$ cat config.mk
export PLATFORM = sky130hd
export DESIGN_NAME = blt_param_frontend
export DESIGN_NICKNAME = d
export VERILOG_FILES = /design/src/rtl/blt_pkg.sv /design/src/rtl/blt_surface_fmt.sv /design/src/rtl/blt_trigger.sv /design/src/rtl/blt_param_regs.sv /design/src/rtl/blt_readback.sv /design/src/rtl/blt_param_frontend.sv
export SDC_FILE = /design/constraint.sdc
export NUM_CORES = 1
export LEC_CHECK = 0
export ABC_AREA = 0
export ABC_CLOCK_PERIOD_IN_PS = 1850
export BUFFER_PORTS_ARGS = -buffer_cell sky130_fd_sc_hd__buf_2
export CAP_MARGIN = 25
export CORE_ASPECT_RATIO = 1.4
export CORE_MARGIN = 2
export CORE_UTILIZATION = 29
export DETAILED_ROUTE_END_ITERATION = 8
export PLACE_DENSITY = 0.47
export REMOVE_ABC_BUFFERS = 1
export SETUP_SLACK_MARGIN = 0.02
export SYNTH_ARGS = -nofsm -noshare
export SYNTH_HDL_FRONTEND = slang
export SYNTH_SLANG_ARGS = --single-unit
export TNS_END_PERCENT = 20
$ cat constraint.sdc
create_clock -name clk -period 1.85 [get_ports clk]
set_input_delay 0.185 -clock clk [delete_from_list [all_inputs] [get_ports clk]]
set_output_delay 0.185 -clock clk [all_outputs]
set_load 0.02 [all_outputs]
$ cat src/rtl/blt_pkg.sv
// Shared constants for the blit parameter front-end.
// Assumes a 32-bit host data word and word addressing.
package blt_pkg;
    localparam int DATA_W  = 32;
    localparam int ADDR_W  = 5;
    localparam int COORD_W = 14;

    localparam logic [ADDR_W-1:0] A_SRC_X     = 5'd0;
    localparam logic [ADDR_W-1:0] A_SRC_Y     = 5'd1;
    localparam logic [ADDR_W-1:0] A_DST_X     = 5'd2;
    localparam logic [ADDR_W-1:0] A_DST_Y     = 5'd3;
    localparam logic [ADDR_W-1:0] A_WIDTH     = 5'd4;
    localparam logic [ADDR_W-1:0] A_HEIGHT    = 5'd5;
    localparam logic [ADDR_W-1:0] A_SRC_YX    = 5'd6;
    localparam logic [ADDR_W-1:0] A_SRC_XY    = 5'd7;
    localparam logic [ADDR_W-1:0] A_DST_YX    = 5'd8;
    localparam logic [ADDR_W-1:0] A_DST_XY    = 5'd9;
    localparam logic [ADDR_W-1:0] A_HGT_WID   = 5'd10;
    localparam logic [ADDR_W-1:0] A_WID_X     = 5'd11;
    localparam logic [ADDR_W-1:0] A_WID_HGT   = 5'd12;
    localparam logic [ADDR_W-1:0] A_HGT_Y     = 5'd13;
    localparam logic [ADDR_W-1:0] A_SRC_OFS   = 5'd14;
    localparam logic [ADDR_W-1:0] A_SRC_PITCH = 5'd15;
    localparam logic [ADDR_W-1:0] A_DST_OFS   = 5'd16;
    localparam logic [ADDR_W-1:0] A_DST_PITCH = 5'd17;
    localparam logic [ADDR_W-1:0] A_SRC_SURF  = 5'd18;
    localparam logic [ADDR_W-1:0] A_DST_SURF  = 5'd19;
    localparam logic [ADDR_W-1:0] A_CLIP      = 5'd20;

    // True for the addresses whose write carries the copy width.
    function automatic logic is_launch(input logic [ADDR_W-1:0] a);
        return (a == A_WIDTH) || (a == A_HGT_WID) ||
               (a == A_WID_X) || (a == A_WID_HGT);
    endfunction
endpackage

$ cat src/rtl/blt_surface_fmt.sv
// Surface field decoder: turns one host data word into offset, pitch
// and tile values for a direct write and for a packed surface write.
// The variant is fixed at elaboration; the outputs are pure logic.
module blt_surface_fmt
    import blt_pkg::*;
#(
    parameter bit VARIANT_B = 1'b0
) (
    input  logic [DATA_W-1:0]  wdata,
    output logic [DATA_W-1:0]  pk_ofs,
    output logic [COORD_W-1:0] pk_pitch,
    output logic               pk_tile,
    output logic [DATA_W-1:0]  dr_ofs,
    output logic [COORD_W-1:0] dr_pitch,
    output logic               dr_tile,
    output logic               dr_tile_we
);
    generate
        if (VARIANT_B) begin : g_var_b
            // Coarse alignment: offsets in 2 KiB units, pitch in 64-byte steps.
            assign pk_ofs     = {wdata[20:0], 11'b0};
            assign pk_pitch   = {wdata[29:22], 6'b0};
            assign pk_tile    = wdata[30];
            assign dr_ofs     = {wdata[31:10], 10'b0};
            assign dr_pitch   = {wdata[13:4], 4'b0};
            assign dr_tile    = 1'b0;
            assign dr_tile_we = 1'b0;
        end else begin : g_var_a
            // Fine alignment: offsets in 32-byte units, 10-bit packed pitch.
            assign pk_ofs     = {6'b0, wdata[20:0], 5'b0};
            assign pk_pitch   = {4'b0, wdata[30:21]};
            assign pk_tile    = wdata[31];
            assign dr_ofs     = {wdata[31:4], 4'b0};
            assign dr_pitch   = wdata[13:0];
            assign dr_tile    = wdata[16];
            assign dr_tile_we = 1'b1;
        end
    endgenerate
endmodule

$ cat src/rtl/blt_trigger.sv
// Launch logic: issues a registered one-cycle start for each width-bearing
// write while the engine is idle, and latches a sticky error when such a
// write arrives while the engine is busy.
module blt_trigger
    import blt_pkg::*;
(
    input  logic              clk,
    input  logic              rst_n,
    input  logic              wr_en,
    input  logic [ADDR_W-1:0] wr_addr,
    input  logic              busy_i,
    output logic              start_o,
    output logic              err_o
);
    logic fire;
    assign fire = wr_en && is_launch(wr_addr);

    // Start pulse register and sticky error flag.
    always_ff @(posedge clk) begin
        if (!rst_n) begin
            start_o <= 1'b0;
            err_o   <= 1'b0;
        end else begin
            start_o <= fire && !busy_i;
            if (fire && busy_i) err_o <= 1'b1;
        end
    end

    a_r5_start_has_cause: assert property (@(posedge clk) disable iff (!rst_n)
        start_o |-> $past(wr_en) && $past(is_launch(wr_addr)) && !$past(busy_i));
    a_r5_idle_launch_starts: assert property (@(posedge clk) disable iff (!rst_n)
        (fire && !busy_i) |=> start_o);
    a_r6_busy_blocks: assert property (@(posedge clk) disable iff (!rst_n)
        (fire && busy_i) |=> (!start_o && err_o));
    a_r6_err_sticky: assert property (@(posedge clk) disable iff (!rst_n)
        err_o |=> err_o);
endmodule

$ cat src/rtl/blt_param_regs.sv
// Parameter store: decodes the write address and loads the selected fields
// from the two 14-bit data slices or from the surface decoder outputs.
// Assumes at most one write per cycle; unmapped addresses are ignored.
module blt_param_regs
    import blt_pkg::*;
(
    input  logic               clk,
    input  logic               rst_n,
    input  logic               wr_en,
    input  logic [ADDR_W-1:0]  wr_addr,
    input  logic [COORD_W-1:0] fld_lo,
    input  logic [COORD_W-1:0] fld_hi,
    input  logic [DATA_W-1:0]  pk_ofs,
    input  logic [COORD_W-1:0] pk_pitch,
    input  logic               pk_tile,
    input  logic [DATA_W-1:0]  dr_ofs,
    input  logic [COORD_W-1:0] dr_pitch,
    input  logic               dr_tile,
    input  logic               dr_tile_we,
    output logic [COORD_W-1:0] src_x,
    output logic [COORD_W-1:0] src_y,
    output logic [COORD_W-1:0] dst_x,
    output logic [COORD_W-1:0] dst_y,
    output logic [COORD_W-1:0] width,
    output logic [COORD_W-1:0] height,
    output logic [DATA_W-1:0]  src_offset,
    output logic [DATA_W-1:0]  dst_offset,
    output logic [COORD_W-1:0] src_pitch,
    output logic [COORD_W-1:0] dst_pitch,
    output logic               src_tile,
    output logic               dst_tile,
    output logic [COORD_W-1:0] clip_right,
    output logic [COORD_W-1:0] clip_bottom
);
    // Address-decoded field update.
    always_ff @(posedge clk) begin
        if (!rst_n) begin
            src_x <= '0; src_y <= '0; dst_x <= '0; dst_y <= '0;
            width <= '0; height <= '0;
            src_offset <= '0; dst_offset <= '0;
            src_pitch <= '0; dst_pitch <= '0;
            src_tile <= 1'b0; dst_tile <= 1'b0;
            clip_right <= '0; clip_bottom <= '0;
        end else if (wr_en) begin
            case (wr_addr)
                A_SRC_X:   src_x  <= fld_lo;
                A_SRC_Y:   src_y  <= fld_lo;
                A_DST_X:   dst_x  <= fld_lo;
                A_DST_Y:   dst_y  <= fld_lo;
                A_WIDTH:   width  <= fld_lo;
                A_HEIGHT:  height <= fld_lo;
                A_SRC_YX:  begin src_x <= fld_lo; src_y <= fld_hi; end
                A_SRC_XY:  begin src_y <= fld_lo; src_x <= fld_hi; end
                A_DST_YX:  begin dst_x <= fld_lo; dst_y <= fld_hi; end
                A_DST_XY:  begin dst_y <= fld_lo; dst_x <= fld_hi; end
                A_HGT_WID: begin width <= fld_lo; height <= fld_hi; end
                A_WID_X:   begin dst_x <= fld_lo; width <= fld_hi; end
                A_WID_HGT: begin height <= fld_lo; width <= fld_hi; end
                A_HGT_Y:   begin dst_y <= fld_lo; height <= fld_hi; end
                A_SRC_OFS: src_offset <= dr_ofs;
                A_DST_OFS: dst_offset <= dr_ofs;
                A_SRC_PITCH: begin
                    src_pitch <= dr_pitch;
                    if (dr_tile_we) src_tile <= dr_tile;
                end
                A_DST_PITCH: begin
                    dst_pitch <= dr_pitch;
                    if (dr_tile_we) dst_tile <= dr_tile;
                end
                A_SRC_SURF: begin
                    src_offset <= pk_ofs; src_pitch <= pk_pitch; src_tile <= pk_tile;
                end
                A_DST_SURF: begin
                    dst_offset <= pk_ofs; dst_pitch <= pk_pitch; dst_tile <= pk_tile;
                end
                A_CLIP:    begin clip_right <= fld_lo; clip_bottom <= fld_hi; end
                default: ;
            endcase
        end
    end

    a_r3_dst_xy_order: assert property (@(posedge clk) disable iff (!rst_n)
        (wr_en && wr_addr == A_DST_XY) |=>
            (dst_x == $past(fld_hi) && dst_y == $past(fld_lo)));
    a_r4_wid_hgt_order: assert property (@(posedge clk) disable iff (!rst_n)
        (wr_en && wr_addr == A_WID_HGT) |=>
            (width == $past(fld_hi) && height == $past(fld_lo)));
    a_r12_unmapped_write_inert: assert property (@(posedge clk) disable iff (!rst_n)
        (wr_en && wr_addr > A_CLIP) |=>
            ($stable(width) && $stable(src_offset) && $stable(dst_offset) &&
             $stable(clip_right) && $stable(dst_x)));
endmodule

$ cat src/rtl/blt_readback.sv
// Read multiplexer: presents a stored field, zero-extended or composed,
// for the selected address. Alias and unmapped addresses read zero.
module blt_readback
    import blt_pkg::*;
(
    input  logic [ADDR_W-1:0]  rd_addr,
    input  logic [COORD_W-1:0] src_x,
    input  logic [COORD_W-1:0] src_y,
    input  logic [COORD_W-1:0] dst_x,
    input  logic [COORD_W-1:0] dst_y,
    input  logic [COORD_W-1:0] width,
    input  logic [COORD_W-1:0] height,
    input  logic [DATA_W-1:0]  src_offset,
    input  logic [DATA_W-1:0]  dst_offset,
    input  logic [COORD_W-1:0] src_pitch,
    input  logic [COORD_W-1:0] dst_pitch,
    input  logic               src_tile,
    input  logic               dst_tile,
    input  logic [COORD_W-1:0] clip_right,
    input  logic [COORD_W-1:0] clip_bottom,
    output logic [DATA_W-1:0]  rd_data
);
    localparam int PAD_W = DATA_W - COORD_W;
    localparam int GAP_W = 16 - COORD_W;

    // Address-selected read value.
    always_comb begin
        case (rd_addr)
            A_SRC_X:     rd_data = {{PAD_W{1'b0}}, src_x};
            A_SRC_Y:     rd_data = {{PAD_W{1'b0}}, src_y};
            A_DST_X:     rd_data = {{PAD_W{1'b0}}, dst_x};
            A_DST_Y:     rd_data = {{PAD_W{1'b0}}, dst_y};
            A_WIDTH:     rd_data = {{PAD_W{1'b0}}, width};
            A_HEIGHT:    rd_data = {{PAD_W{1'b0}}, height};
            A_SRC_OFS:   rd_data = src_offset;
            A_DST_OFS:   rd_data = dst_offset;
            A_SRC_PITCH: rd_data = {15'b0, src_tile, {GAP_W{1'b0}}, src_pitch};
            A_DST_PITCH: rd_data = {15'b0, dst_tile, {GAP_W{1'b0}}, dst_pitch};
            A_CLIP:      rd_data = {{GAP_W{1'b0}}, clip_bottom, {GAP_W{1'b0}}, clip_right};
            default:     rd_data = '0;
        endcase
    end
endmodule

$ cat src/rtl/blt_param_frontend.sv
// Top of the blit parameter front-end: host write/read port, surface field
// decoding for the selected variant, parameter store and launch logic.
// Assumes single-cycle writes sampled on the rising clock edge.
module blt_param_frontend
    import blt_pkg::*;
#(
    parameter bit VARIANT_B = 1'b0
) (
    input  logic               clk,
    input  logic               rst_n,
    input  logic               wr_en,
    input  logic [ADDR_W-1:0]  wr_addr,
    input  logic [DATA_W-1:0]  wr_data,
    input  logic [ADDR_W-1:0]  rd_addr,
    output logic [DATA_W-1:0]  rd_data,
    input  logic               busy_i,
    output logic               start_o,
    output logic               err_o,
    output logic [COORD_W-1:0] src_x,
    output logic [COORD_W-1:0] src_y,
    output logic [COORD_W-1:0] dst_x,
    output logic [COORD_W-1:0] dst_y,
    output logic [COORD_W-1:0] width,
    output logic [COORD_W-1:0] height,
    output logic [DATA_W-1:0]  src_offset,
    output logic [DATA_W-1:0]  dst_offset,
    output logic [COORD_W-1:0] src_pitch,
    output logic [COORD_W-1:0] dst_pitch,
    output logic               src_tile,
    output logic               dst_tile,
    output logic [COORD_W-1:0] clip_right,
    output logic [COORD_W-1:0] clip_bottom
);
    logic [COORD_W-1:0] fld_lo, fld_hi;
    logic [DATA_W-1:0]  pk_ofs, dr_ofs;
    logic [COORD_W-1:0] pk_pitch, dr_pitch;
    logic               pk_tile, dr_tile, dr_tile_we;

    assign fld_lo = wr_data[COORD_W-1:0];
    assign fld_hi = wr_data[16+COORD_W-1:16];

    blt_surface_fmt #(.VARIANT_B(VARIANT_B)) u_fmt (
        .wdata(wr_data), .pk_ofs(pk_ofs), .pk_pitch(pk_pitch), .pk_tile(pk_tile),
        .dr_ofs(dr_ofs), .dr_pitch(dr_pitch), .dr_tile(dr_tile), .dr_tile_we(dr_tile_we)
    );

    blt_param_regs u_regs (
        .clk(clk), .rst_n(rst_n), .wr_en(wr_en), .wr_addr(wr_addr),
        .fld_lo(fld_lo), .fld_hi(fld_hi),
        .pk_ofs(pk_ofs), .pk_pitch(pk_pitch), .pk_tile(pk_tile),
        .dr_ofs(dr_ofs), .dr_pitch(dr_pitch), .dr_tile(dr_tile), .dr_tile_we(dr_tile_we),
        .src_x(src_x), .src_y(src_y), .dst_x(dst_x), .dst_y(dst_y),
        .width(width), .height(height),
        .src_offset(src_offset), .dst_offset(dst_offset),
        .src_pitch(src_pitch), .dst_pitch(dst_pitch),
        .src_tile(src_tile), .dst_tile(dst_tile),
        .clip_right(clip_right), .clip_bottom(clip_bottom)
    );

    blt_trigger u_trig (
        .clk(clk), .rst_n(rst_n), .wr_en(wr_en), .wr_addr(wr_addr),
        .busy_i(busy_i), .start_o(start_o), .err_o(err_o)
    );

    blt_readback u_rd (
        .rd_addr(rd_addr),
        .src_x(src_x), .src_y(src_y), .dst_x(dst_x), .dst_y(dst_y),
        .width(width), .height(height),
        .src_offset(src_offset), .dst_offset(dst_offset),
        .src_pitch(src_pitch), .dst_pitch(dst_pitch),
        .src_tile(src_tile), .dst_tile(dst_tile),
        .clip_right(clip_right), .clip_bottom(clip_bottom),
        .rd_data(rd_data)
    );
endmodule

==> qor.csv, run 1 <==
metric,value,unit
switch share,0.292,
core area,0.0355,mm²
Clock Path Buffers,2,
Placed Cells,2038,
asr flop ratio synth,0,
ratio of cells with drive above 1 in the final layout,0.348,
initial antenna violation count,0,
fin crit share,1.14,
syn avg cell area,7.90,µm²
RSZ-0062 raised after global routing,yes,
static leakage,0.00633,µW
CTS tree,yes,
nets,1657,
Hold Path Depth,3,
outcome,"finished, violations left",
cell count after synthesis,1313,
reg2reg setup slack,970,ps
share of power burned in the clock network,0.400,
vias post-DR,11600,
die height,228,µm
Layout area overhead,37.3,%
# rows,82,
clock root cell,clkbuf_16,
routability cong.,0.912,
cell internal pwr,7200,µW
Iteration-0 DRC Markers,997,
final hold vios,0,
Final Util,0.401,
Yosys reg bits,200,
TritonCTS buffer count,17,
Setup CP Type,flip-flop to output pin,
final wirelength,52900,µm
setup_tns,-868,ps
Max Cap Viol,0,
"Setup violations, final",9,
crit path DAT,1920,ps
Slew @ Worst Pin,723,ps
fmax,474,MHz
die area,0.0373,mm²
logic gate share of total power,0.154,
CTS Sinks,200,
largest net degree at the start of global routing,81,
Psw,2970,µW
"Distinct cells, synth",70,
first-pass GRT wire length,75800,µm
Worst Skew,0,ps
antenna fix cells,0,
RR Endpoint,u_regs.dst_x[4]$_SDFFE_PN0P_,
post-route setup slack,-258,ps
drt first pass iters,7,
failing checks,negative setup slack,
sequential power share,0.445,
H-tree levels,4,
CP required,1660,ps
drt drc,0,
hold_sp,wr_data[14],
Post-DRT Antenna Nets,0,
port buffer count,277,
final non-filler cell total,2084,
"most common cell after layout, fill and taps aside",nand2_1,
Initial Util,0.292,
post-synthesis sequential area ratio,0.386,
Tmin final,2110,ps
post-synthesis cell area,0.0104,mm²
Final Power,10200,µW
overall die width,164,µm
Overflow after GRT,0,
Slew Limit Headroom,0.516,
Max rail drop VDD,0.000475,V
I/O pin count,286,
hpwl dp,37700,µm
R2R depth,4,
clk slew on worst S/H paths,70,ps
"Slew Viols, Final",0,
Worst Hold Endpoint,u_regs.dst_offset[19]$_SDFFE_PN0P_,
worst min-delay path class,input pin to flip-flop,
vias in the first global route,10800,
DR vias/cell,5.54,
Reg-to-Reg Start,u_regs.dst_x[4]$_SDFFE_PN0P_,
"Primary FF master, synth",dfxtp_1,
most frequent cells in the layout,"285 x nand2_1, 263 x buf_2, 174 x dfxtp_1, 116 x buf_4, 103 x a21oi_1",
GRT Total Usage,0.278,
Post-synth EDFFs,0,
critical path capture point type,output pin,
wire per inst,25.4,µm
crit start category,flip-flop,
P per Cell Area,714,mW/mm²
critical-path maximum fanout,2,
Synth Warn #,0,
later-pin clock latency in the skew report,470,ps
-- synthesized netlist by cell type (all sizes together) (3+ instances only) --
library cell	number	share of area
and3	15	0.0090
or3b	6	0.0053
or4b	3	0.0029
a221oi	7	0.0059
a211oi	45	0.033
mux2	5	0.0054
a31oi	71	0.043
nand4	6	0.0036
buf	77	0.043
a2bb2oi	3	0.0031
mux2i	78	0.075
nand3	32	0.015
nor4b	4	0.0040
a2111oi	5	0.0042
a21oi	115	0.061
o21ai	88	0.043
and2	12	0.0072
or4	3	0.0022
and3b	4	0.0034
a311oi	19	0.016
o2bb2ai	3	0.0025
nand3b	6	0.0043
clkbuf	77	0.028
o22ai	5	0.0036
xnor2	3	0.0025
a21boi	3	0.0033
nor3b	6	0.0053
nor2	46	0.017
nor2b	8	0.0048
a22oi	33	0.024
dfxtp	200	0.39
a22o	7	0.0059
nand2b	3	0.0018
nand2	285	0.10
inv	7	0.0025
-- routing by layer --
metal	global-route usage	wire [µm]
met5	0	0
met4	0.109	1690
met3	0.0440	3890
met2	0.460	25700
met1	0.361	21600
-- power by group through the flow --
stage	logic [µW]	clock network, µW	registers, µW
2_1_floorplan	517	0	4710
3_5_place_dp	1460	0	4620
5_1_grt	1660	4270	4540
3_3_place_gp	1450	0	4620
4_1_cts	1510	4130	4520
6_report	1570	4070	4530
-- stage by stage --
step / cell area (µm²) / hold WS (ps) / setup WS [ps]
CTS: 14000 / 3.40 / -322
global placement: 13000 / 371 / -395
detailed placement: 13000 / 368 / -372
finish: 14200 / 21.7 / -258
global route: 14200 / 34.1 / -287
floorplan: 9670 / 261 / -1200
-- logic make-up (layout without fill, tap and decap cells) --
group / Yosys count / count (layout) / synth area share
compound gates: 417 / 417 / 0.260
buf+inv: 161 / 463 / 0.0733
xor+xnor: 3 / 3 / 0.00253
flops: 200 / 200 / 0.386
mux: 84 / 84 / 0.0828
other cells: 1 / 8 / 0.000361
simple gates: 447 / 447 / 0.195
-- state kept, by name, indices dropped and copies added (netlist names), 14 cells and up --
name,cells
u_regs.dst_offset,28
u_regs.src_offset,28
u_regs.clip_bottom,14
u_regs.clip_right,14
u_regs.dst_pitch,14
u_regs.dst_x,14
u_regs.dst_y,14
u_regs.height,14
u_regs.src_pitch,14
u_regs.src_x,14
u_regs.src_y,14
u_regs.width,14
-- worst max path at each step --
stage / from / endpoint / slack [ps] / cells after the start
6_report: u_regs.dst_x[4]$_SDFFE_PN0P_ / rd_data[4] / -260 / 5
3_3_place_gp: rd_addr[3] / rd_data[13] / -390 / 8
2_1_floorplan: wr_en / u_regs.width[10]$_SDFFE_PN0P_ / -1200 / 4
3_5_place_dp: rd_addr[3] / rd_data[13] / -370 / 8
5_1_grt: u_regs.dst_x[4]$_SDFFE_PN0P_ / rd_data[4] / -290 / 5
4_1_cts: u_regs.dst_x[4]$_SDFFE_PN0P_ / rd_data[4] / -320 / 5
-- final cells by class --
type                       instances  area (µm²)
fill                            3748       21300
multi-input combinational        959        6040
sequential                       200        4040
timing repair buffer             426        2950
tap                              462         578
clock buffer                      18         429
clock inverter                    12         178
inverter                           7        27.5
-- worst max-delay path, cell delays in order, from the launching register on --
cell and delay (ps):
dfxtp_2 350, or3b_4 400, a2111oi_4 320, a2111oi_2 70, o2111ai_2 150, buf_6 170
-- repair_timing --
| item | 4_1_cts | 5_1_grt |
|---|---|---|
| hold buffers | 3 | 0 |
| setup buffers | 6 | 9 |
| setup endpoints to repair | 32 | 29 |
| hold endpoints to repair | 8 | 0 |
| resized for setup | 83 | 61 |
| pin swaps | 16 | 11 |
| gates cloned | 0 | 0 |
(Power assumes the default switching activity.)
==> run 2, diff against run 1 <==
--- a/config.mk
+++ b/config.mk
@@ -13,8 +13,8 @@
 export CORE_MARGIN = 2
 export CORE_UTILIZATION = 29
 export DETAILED_ROUTE_END_ITERATION = 8
+export GPL_ROUTABILITY_DRIVEN = 0
 export PLACE_DENSITY = 0.47
-export REMOVE_ABC_BUFFERS = 1
 export SETUP_SLACK_MARGIN = 0.02
 export SYNTH_ARGS = -nofsm -noshare
 export SYNTH_HDL_FRONTEND = slang
==> run 2 against run 1 <==
The flow still finishes with violations (negative setup slack). Hold slack worse by 4.0 ps. Sequential share of layout area up 0.65 points. Maximum frequency about the same. Critical endpoint unchanged. Via count up 1.4%.
==> qor.csv, run 2 (same netlist as run 1, synthesis figures left out) <==
metric,value,unit
outcome,"finished, violations left",
failing checks,negative setup slack,
final wirelength,55900,µm
Final Power,10100,µW
Iteration-0 DRC Markers,1354,
first-pass GRT wire length,79300,µm
largest net degree at the start of global routing,75,
GRT Total Usage,0.294,
Post-DRT Antenna Nets,0,
Tmin final,2110,ps
hpwl dp,40700,µm
Max rail drop VDD,0.000504,V
CP required,1660,ps
static leakage,0.00618,µW
Slew Limit Headroom,0.295,
Clock Path Buffers,2,
P per Cell Area,724,mW/mm²
worst min-delay path class,input pin to flip-flop,
DR vias/cell,5.67,
antenna fix cells,0,
die height,228,µm
port buffer count,277,
Worst Skew,0,ps
Setup CP Type,flip-flop to output pin,
Initial Util,0.292,
Layout area overhead,34.0,%
Slew @ Worst Pin,1060,ps
slowest cell delay on critical path,390,ps
critical-path maximum fanout,2,
vias post-DR,11700,
CTS tree,yes,
crit start category,flip-flop,
DP Area,0.0128,mm²
hold_ws,17.8,ps
initial antenna violation count,0,
TritonCTS buffer count,17,
vias in the first global route,11000,
H-tree levels,4,
Hold Path Depth,3,
clock root cell,clkbuf_16,
pre-CTS WS,-350,ps
Overflow after GRT,0,
R2R depth,3,
Finished Cell Area,0.0139,mm²
"Setup violations, final",14,
drt drc,0,
Max Cap Viol,0,
CTS Sinks,200,
"most common cell after layout, fill and taps aside",nand2_1,
# rows,82,
most frequent cells in the layout,"285 x nand2_1, 259 x buf_2, 183 x dfxtp_1, 112 x buf_4, 103 x a21oi_1",
ratio of cells with drive above 1 in the final layout,0.333,
drt first pass iters,5,
"critical path, cell by cell",or3b_4 > a2111oi_4 > a2111oi_1 > o2111ai_1 > buf_4,
biggest regs,"u_regs.dst_offset (28), u_regs.src_offset (28)",
post-route setup slack,-256,ps
overall die width,164,µm
core area,0.0355,mm²
final non-filler cell total,2064,
wire per inst,27.1,µm
layout filler cell count,3703,
clk slew on worst S/H paths,80,ps
final hold vios,0,
die area,0.0373,mm²
crit path DAT,1920,ps
critical path capture point type,output pin,
RSZ-0062 raised after global routing,yes,
later-pin clock latency in the skew report,470,ps
fin crit share,1.14,
I/O pin count,286,
nets,1635,
fmax,475,MHz
CP max-delay cell,or3b_4,
Placed Cells,2028,
"Slew Viols, Final",0,
-- run 2: cell count changes in the layout (fill, tap and decap cells not counted), sizes merged --
cell	delta
buf	-22
bufinv	-3
clkbuf	+2
clkinv	+2
clkinvlp	-2
dlygate4sd3	-2
inv	+5
-- run 2: final timing paths --
path | start | to | slack (ps)
max | u_regs.dst_x[4]$_SDFFE_PN0P_ | rd_data[4] | -260
min | wr_data[30] | u_regs.src_offset[30]$_SDFFE_PN0P_ | 20
max reg2reg | u_regs.src_offset[7]$_SDFFE_PN0P_ | u_regs.src_offset[7]$_SDFFE_PN0P_ | 810
min reg2reg | u_regs.dst_offset[27]$_SDFFE_PN0P_ | u_regs.dst_offset[27]$_SDFFE_PN0P_ | 470
-- run 2: area by class of cell --
cell class / count / area [µm²] / share of cell area
sequential: 200 / 4040 / 0.290
inverter: 7 / 27.5 / 0.00198
timing repair buffer: 404 / 2680 / 0.193
multi-input combinational: 959 / 5990 / 0.431
clock inverter: 14 / 156 / 0.0112
tap: 462 / 578 / 0.0416
clock buffer: 18 / 439 / 0.0316
-- run 2: stage by stage --
stage | TNS [ps] | util
2_1_floorplan | 0 | -
3_3_place_gp | -6300 | 0.361
3_5_place_dp | -7940 | 0.361
4_1_cts | -1960 | 0.388
5_1_grt | -2540 | 0.392
6_report | -1940 | 0.392
-- run 2: what timing repair did --
| item | CTS | global route |
|---|---|---|
| hold endpoints to repair | 2 | 0 |
| endpoints found under the setup margin | 32 | 32 |
| resized for setup | 83 | 37 |
| hold buffers | 1 | 0 |
| setup buffers | 3 | 1 |
| pin swaps | 13 | 14 |
-- run 2: critical path, delay by kind of cell, from the launching register on --
kind / cells / cell delay (ps)
compound gates: 3 / 480
simple gates: 1 / 390
flops: 1 / 380
buf+inv: 1 / 190
-- run 2: metal layers --
| metal | vias up | part of all wire | global-route usage |
|---|---|---|---|
| li1 | 5266 | - | - |
| met1 | 5710 | 0.38 | 0.338 |
| met2 | 591 | 0.49 | 0.499 |
| met3 | 144 | 0.071 | 0.0562 |
| met4 | 0 | 0.063 | 0.177 |
| met5 | - | 0 | 0 |
-- run 2: power breakdown --
part	switching [µW]	internal, µW
logic	1030	507
registers	157	4410
clock network	2010	1950
total	3190	6870
